## config.mk

```make
export PLATFORM = sky130hd
export DESIGN_NAME = ld_check_table
export DESIGN_NICKNAME = d
export VERILOG_FILES = /design/src/rtl/lsat_pkg.sv /design/src/rtl/lsat_match.sv /design/src/rtl/lsat_victim.sv /design/src/rtl/ld_check_table.sv
export SDC_FILE = /design/constraint.sdc
export NUM_CORES = 1
export LEC_CHECK = 0
export BUFFER_PORTS_ARGS = -buffer_cell sky130_fd_sc_hd__buf_2
export CORE_MARGIN = 3
export CORE_UTILIZATION = 35
export DETAILED_ROUTE_END_ITERATION = 8
export PLACE_DENSITY_LB_ADDON = 0.12
export SYNTH_ARGS = -nofsm -noshare
export SYNTH_HDL_FRONTEND = slang
export SYNTH_SLANG_ARGS = --single-unit
```

## constraint.sdc

```tcl
create_clock -name clk -period 4.97 [get_ports clk]
set_clock_uncertainty 0.1 [all_clocks]
set_input_delay 0.497 -clock clk [delete_from_list [all_inputs] [get_ports clk]]
set_output_delay 0.497 -clock clk [all_outputs]
set_load 0.005 [all_outputs]
```

## src/rtl/lsat_pkg.sv

```systemverilog
package lsat_pkg;
    localparam int unsigned LSAT_ENTRIES = 8;
    localparam int unsigned LSAT_TAG_W   = 6;
    localparam int unsigned LSAT_ADDR_W  = 32;
    localparam int unsigned LSAT_OFF_W   = 3;   // doubleword granularity
endpackage

```

## src/rtl/lsat_match.sv

```systemverilog
// Parallel equality compare of one probe value against every entry field.
module lsat_match #(
    parameter int unsigned N = 8,
    parameter int unsigned W = 6
) (
    input  logic [N-1:0][W-1:0] field,
    input  logic [W-1:0]        probe,
    output logic [N-1:0]        hit
);
    for (genvar g = 0; g < N; g++) begin : g_cmp
        assign hit[g] = (field[g] == probe);
    end
endmodule

```

## src/rtl/lsat_victim.sv

```systemverilog
// Slot choice for an insert: same-tag entry, else lowest free, else round-robin.
module lsat_victim #(
    parameter int unsigned N     = 8,
    parameter int unsigned IDX_W = 3
) (
    input  logic [N-1:0]     live,
    input  logic [N-1:0]     same_tag,
    input  logic [IDX_W-1:0] rr_ptr,
    output logic [IDX_W-1:0] slot,
    output logic             evict
);
    logic [IDX_W-1:0] tag_slot;
    logic [IDX_W-1:0] free_slot;
    logic             tag_found;
    logic             free_found;

    always_comb begin
        tag_slot   = '0;
        free_slot  = '0;
        tag_found  = 1'b0;
        free_found = 1'b0;
        for (int i = N - 1; i >= 0; i--) begin
            if (live[i] && same_tag[i]) begin
                tag_slot  = IDX_W'(i);
                tag_found = 1'b1;
            end
            if (!live[i]) begin
                free_slot  = IDX_W'(i);
                free_found = 1'b1;
            end
        end
        if (tag_found) begin
            slot  = tag_slot;
            evict = 1'b0;
        end else if (free_found) begin
            slot  = free_slot;
            evict = 1'b0;
        end else begin
            slot  = rr_ptr;
            evict = 1'b1;
        end
    end
endmodule

```

## src/rtl/ld_check_table.sv

```systemverilog
module ld_check_table
    import lsat_pkg::*;
#(
    parameter int unsigned ENTRIES = LSAT_ENTRIES,
    parameter int unsigned TAG_W   = LSAT_TAG_W,
    parameter int unsigned ADDR_W  = LSAT_ADDR_W,
    parameter int unsigned OFF_W   = LSAT_OFF_W
) (
    input  logic              clk,
    input  logic              rst_n,
    input  logic              ins_valid,
    input  logic [TAG_W-1:0]  ins_tag,
    input  logic [ADDR_W-1:0] ins_addr,
    input  logic              st_valid,
    input  logic [ADDR_W-1:0] st_addr,
    input  logic              chk_valid,
    input  logic [TAG_W-1:0]  chk_tag,
    output logic              chk_resp_valid,
    output logic              chk_ok,
    output logic              chk_fixup
);
    localparam int unsigned KEY_W = ADDR_W - OFF_W;
    localparam int unsigned IDX_W = (ENTRIES > 1) ? $clog2(ENTRIES) : 1;

    typedef struct packed {
        logic [ENTRIES-1:0]             valid;
        logic [ENTRIES-1:0][TAG_W-1:0]  tag;
        logic [ENTRIES-1:0][KEY_W-1:0]  key;
        logic [IDX_W-1:0]               rr;
        logic                           rsp_v;
        logic                           rsp_ok;
        logic                           rsp_fix;
    } state_t;

    state_t st_q, st_d;

    logic [KEY_W-1:0]   st_key, ins_key;
    logic [ENTRIES-1:0] chk_tag_hit, st_key_hit, ins_tag_hit;
    logic [ENTRIES-1:0] live_after_chk, live_after_st;
    logic [IDX_W-1:0]   ins_slot;
    logic               ins_evict;
    logic               chk_found;

    // signals exposed to the bound checker
    logic [ENTRIES-1:0]            valid_q;
    logic [ENTRIES-1:0][TAG_W-1:0] tag_q;
    logic [ENTRIES-1:0][KEY_W-1:0] key_q;

    assign st_key  = st_addr[ADDR_W-1:OFF_W];
    assign ins_key = ins_addr[ADDR_W-1:OFF_W];

    lsat_match #(.N(ENTRIES), .W(TAG_W)) u_chk_match (
        .field(st_q.tag), .probe(chk_tag), .hit(chk_tag_hit)
    );
    lsat_match #(.N(ENTRIES), .W(KEY_W)) u_st_match (
        .field(st_q.key), .probe(st_key), .hit(st_key_hit)
    );
    lsat_match #(.N(ENTRIES), .W(TAG_W)) u_ins_match (
        .field(st_q.tag), .probe(ins_tag), .hit(ins_tag_hit)
    );

    // check lookup on the registered contents
    assign chk_found = |(chk_tag_hit & st_q.valid);

    // update order within a cycle: check clear, store kill, then insert
    always_comb begin
        live_after_chk = st_q.valid;
        if (chk_valid && chk_found) begin
            live_after_chk = st_q.valid & ~chk_tag_hit;
        end
        live_after_st = live_after_chk;
        if (st_valid) begin
            live_after_st = live_after_chk & ~st_key_hit;
        end
    end

    lsat_victim #(.N(ENTRIES), .IDX_W(IDX_W)) u_victim (
        .live    (live_after_st),
        .same_tag(ins_tag_hit),
        .rr_ptr  (st_q.rr),
        .slot    (ins_slot),
        .evict   (ins_evict)
    );

    always_comb begin
        st_d         = st_q;
        st_d.valid   = live_after_st;
        st_d.rsp_v   = chk_valid;
        st_d.rsp_ok  = chk_valid && chk_found;
        st_d.rsp_fix = chk_valid && !chk_found;
        if (ins_valid) begin
            st_d.valid[ins_slot] = 1'b1;
            st_d.tag[ins_slot]   = ins_tag;
            st_d.key[ins_slot]   = ins_key;
            if (ins_evict) begin
                st_d.rr = (st_q.rr == IDX_W'(ENTRIES - 1)) ? '0 : st_q.rr + 1'b1;
            end
        end
    end

    always_ff @(posedge clk or negedge rst_n) begin
        if (!rst_n) begin
            st_q <= '0;
        end else begin
            st_q <= st_d;
        end
    end

    assign chk_resp_valid = st_q.rsp_v;
    assign chk_ok         = st_q.rsp_ok;
    assign chk_fixup      = st_q.rsp_fix;

    assign valid_q = st_q.valid;
    assign tag_q   = st_q.tag;
    assign key_q   = st_q.key;
endmodule

```

==> results.md <==
- Outcome: finished, final reports clean
- CTS tree: yes
- Die area: 47500 um2
- Combined global-route utilization of all metal layers: 0.197
- Area of the core: 44300 um2
- Vias in the first global route: 10100
- Avg Synthesized Cell Area: 13.2 um2
- Via count: 9643
- Final Slew Violations: 0
- Crit Path Class: register to register
- Sequence of cells on the critical path: xor2_1 > nor4_1 > buf_4 > nand4_1 > buf_4 > or4_4 > nand2_4 > nor3b_2 > nor4_4 > nand4b_4 > o311a_4 > nor4_4 > buf_12 > mux2_2
- Number of antenna-violating nets in the routed design: 0
- Arrival time of data at the critical path endpoint: 4.61 ns
- Delay-heaviest family, CP: simple AND/OR/NAND/NOR gates
- # hold bufs at CTS: 1
- Final instance area: 18400 um2
- Max Clock Freq: 234 MHz
- Synthesized area: 15700 um2
- Data required, critical path: 5.30 ns
- Clock Sinks: 294
- Synthesis Warnings: 0
- Power density normalized to cell area: 748 nW/um2
- Asr flop ratio synth: 1.00
- Worst-Margin Slew: 0.910 ns
- Max Buffers Root-to-Sink: 3
- Critical Path Start Type: register
- Placer Congestion: 0.837
- Final hold vios: 0
- Max transition margin: 0.393
- Max rail drop VDD: 0.000335 V
- Number of buffers inserted by post-CTS setup repair: 0
- Critical Path Slowest Stage Cell: sky130_fd_sc_hd__or4_4
- Dpl hpwl: 32300 um
- Placed instance area: 17100 um2
- Hold WC Path Type: primary input to register
- Largest fanout of any net on the critical path: 29
- Number of distinct library cells after synthesis: 67
- Gate Count Post-Synth: 1192
- Count of buffer and inverter cells on the critical path: 3
- Number of port buffers: 77
- Clock latency on the worst-skew pair: 0.55 ns
- Overflow left after global routing: 0
- Placed Instances: 1862
- Count of routing violations after the opening detailed-route iteration: 442
- Shortest period the worst path allows: 4.28 ns
- Pin count of the biggest net entering global routing: 112
- Num ports: 84
- Total number of nets in the final design: 1393
- Total Routed Length: 46200 um
- Clock slew at reported path FFs: 0.06 ns
- Number of enable flip-flop cells after synthesis: 0
- Crit-path max cell delay: 0.47 ns
- Final critical-path share of the clock period: 0.860
- CTS root buf: sky130_fd_sc_hd__clkbuf_16
- Primary FF master, synth: sky130_fd_sc_hd__dfrtp_1
- Syn Nets: 1275
- Non-filler cells, final: 1930
- Static leakage: 7.77 nW
- Number of cell rows: 77
- Total CTS buffers: 37
- Setup repair after global routing missed its margin: false
- CTS H-tree lvls: 2
- Initial antenna violation count: 3
- Number of failing setup endpoints in the final timing report: 0
- Die Span X: 218 um
- Fraction of layout cells with a size suffix above 1: 0.350
- Routed vias/inst: 5.00
- Sort of element at the end of the critical path: register
- Relative area change from synthesis to final layout: 17.4%
- Setup total negative slack: 0 ns
- Total of cells resized after clock tree synthesis: 0
- Initial DRT Pass Iterations: 4
- First-pass GRT wire length: 68800 um
- Remaining DRCs: 0
- Die boundary height: 218 um
- Max-cap check violation count: 0
- Routed WL per cell: 24.0 um
- Post-synthesis sequential area ratio: 0.468
- FF+latch count, synth: 294
- Starting density of the core: 0.355
-- worst reg2reg max path, delay by kind of cell (launching register included) --
family / cells / cell delay [ns]
mux: 1 / 0.42
flops: 1 / 0.39
buf+inv: 3 / 0.68
compound gates: 1 / 0.38
xor+xnor: 1 / 0.14
simple gates: 8 / 2.05
-- per-layer routing --
metal / share of wire / vias to the layer above / global-route usage
met5: 0.00024 / - / 0
met4: 0.017 / 2 / 0.0467
met3: 0.032 / 54 / 0.0266
met2: 0.48 / 137 / 0.333
met1: 0.47 / 5016 / 0.269
li1: - / 4434 / -
-- final cells by class --
class / instances / area (um2)
diodes: 2 / 5.00
clock buffers: 56 / 1150
clock inverters: 9 / 151
fillers: 4238 / 25900
inverters: 6 / 25.0
multi-input cells: 819 / 7850
flip-flops and latches: 294 / 7360
well taps: 592 / 741
repair buffers: 152 / 1160
-- metrics by stage --
| stage | setup slack, ns | utilization | hold WS [ns] | power (W) |
|---|---|---|---|---|
| after floorplan | 0.866 | - | 0.101 | 0.00922 |
| after global placement | 0.360 | 0.386 | 0.388 | 0.0109 |
| after detailed placement | 0.337 | 0.386 | 0.397 | 0.0110 |
| after CTS | 0.670 | 0.416 | 0.0478 | 0.0140 |
| after global routing | 0.412 | 0.416 | 0.0698 | 0.0146 |
| final | 0.695 | 0.416 | 0.0753 | 0.0138 |
-- synthesized netlist by cell type, drive strengths merged (3+ instances only) --
cell type / n / area share
dfrtp: 294 / 0.47
mux2: 283 / 0.22
xor2: 200 / 0.11
xnor2: 127 / 0.071
buf: 59 / 0.027
nor4: 55 / 0.027
nand4: 37 / 0.019
nand3: 20 / 0.0064
clkbuf: 14 / 0.0035
nand2: 13 / 0.0036
nor2: 13 / 0.0037
nor3: 7 / 0.0025
o21ai: 7 / 0.0029
a21oi: 5 / 0.0023
inv: 5 / 0.0014
a211oi: 4 / 0.0022
o41ai: 4 / 0.0027
or3: 4 / 0.0017
nand2b: 3 / 0.0012
or4: 3 / 0.0019
-- layout by cell type (no fill, tap or decap), types with 4 or more instances in the layout --
cell type / netlist / final
sky130_fd_sc_hd__a21oi_1: 4 / 4
sky130_fd_sc_hd__buf_12: 0 / 16
sky130_fd_sc_hd__buf_2: 35 / 76
sky130_fd_sc_hd__buf_4: 5 / 58
sky130_fd_sc_hd__bufinv_16: 0 / 4
sky130_fd_sc_hd__clkbuf_1: 12 / 6
sky130_fd_sc_hd__clkbuf_16: 0 / 39
sky130_fd_sc_hd__clkbuf_8: 0 / 11
sky130_fd_sc_hd__dfrtp_1: 294 / 294
sky130_fd_sc_hd__inv_1: 4 / 4
sky130_fd_sc_hd__mux2_1: 60 / 60
sky130_fd_sc_hd__mux2_2: 165 / 165
sky130_fd_sc_hd__mux2_4: 58 / 58
sky130_fd_sc_hd__nand2_1: 12 / 12
sky130_fd_sc_hd__nand3_1: 20 / 20
sky130_fd_sc_hd__nand4_1: 33 / 33
sky130_fd_sc_hd__nand4_4: 4 / 4
sky130_fd_sc_hd__nor2_1: 11 / 11
sky130_fd_sc_hd__nor3_1: 6 / 6
sky130_fd_sc_hd__nor4_1: 50 / 50
sky130_fd_sc_hd__nor4_4: 5 / 5
sky130_fd_sc_hd__o21ai_0: 6 / 6
sky130_fd_sc_hd__xnor2_1: 127 / 127
sky130_fd_sc_hd__xor2_1: 200 / 200
-- logic make-up (layout without fill, tap and decap cells) --
logic type | count (synthesis) | count (layout) | synth area share
AND/OR/NAND/NOR | 165 | 165 | 0.0725
adder cells (fa/ha/maj) | 2 | 2 | 0.00159
buffers and inverters | 79 | 223 | 0.0322
flip-flops | 294 | 294 | 0.468
AO/OA/AOI/OAI | 42 | 42 | 0.0265
multiplexers | 283 | 283 | 0.217
other | 0 | 2 | 0
XOR/XNOR | 327 | 327 | 0.182
-- worst paths after layout --
path / start / to / slack, ns / cells past startpoint
worst max-delay path: register / register / 0.69 / 14
worst min-delay path: chk_valid / chk_resp_valid / 0.08 / 1
worst max register to register: register / register / 0.69 / 14
worst min register to register: register / register / 0.41 / 1
max in group asynchronous: rst_n / asynchronous set/reset pin / 3.18 / 3
min in group asynchronous: rst_n / asynchronous set/reset pin / 0.52 / 2
-- report_power, final --
part | internal (W) | switching [W]
registers | 0.00368 | 0.000891
logic | 0.00357 | 0.00277
clock network | 0.00180 | 0.00109
Note: power is estimated with default switching activity, not from simulation.
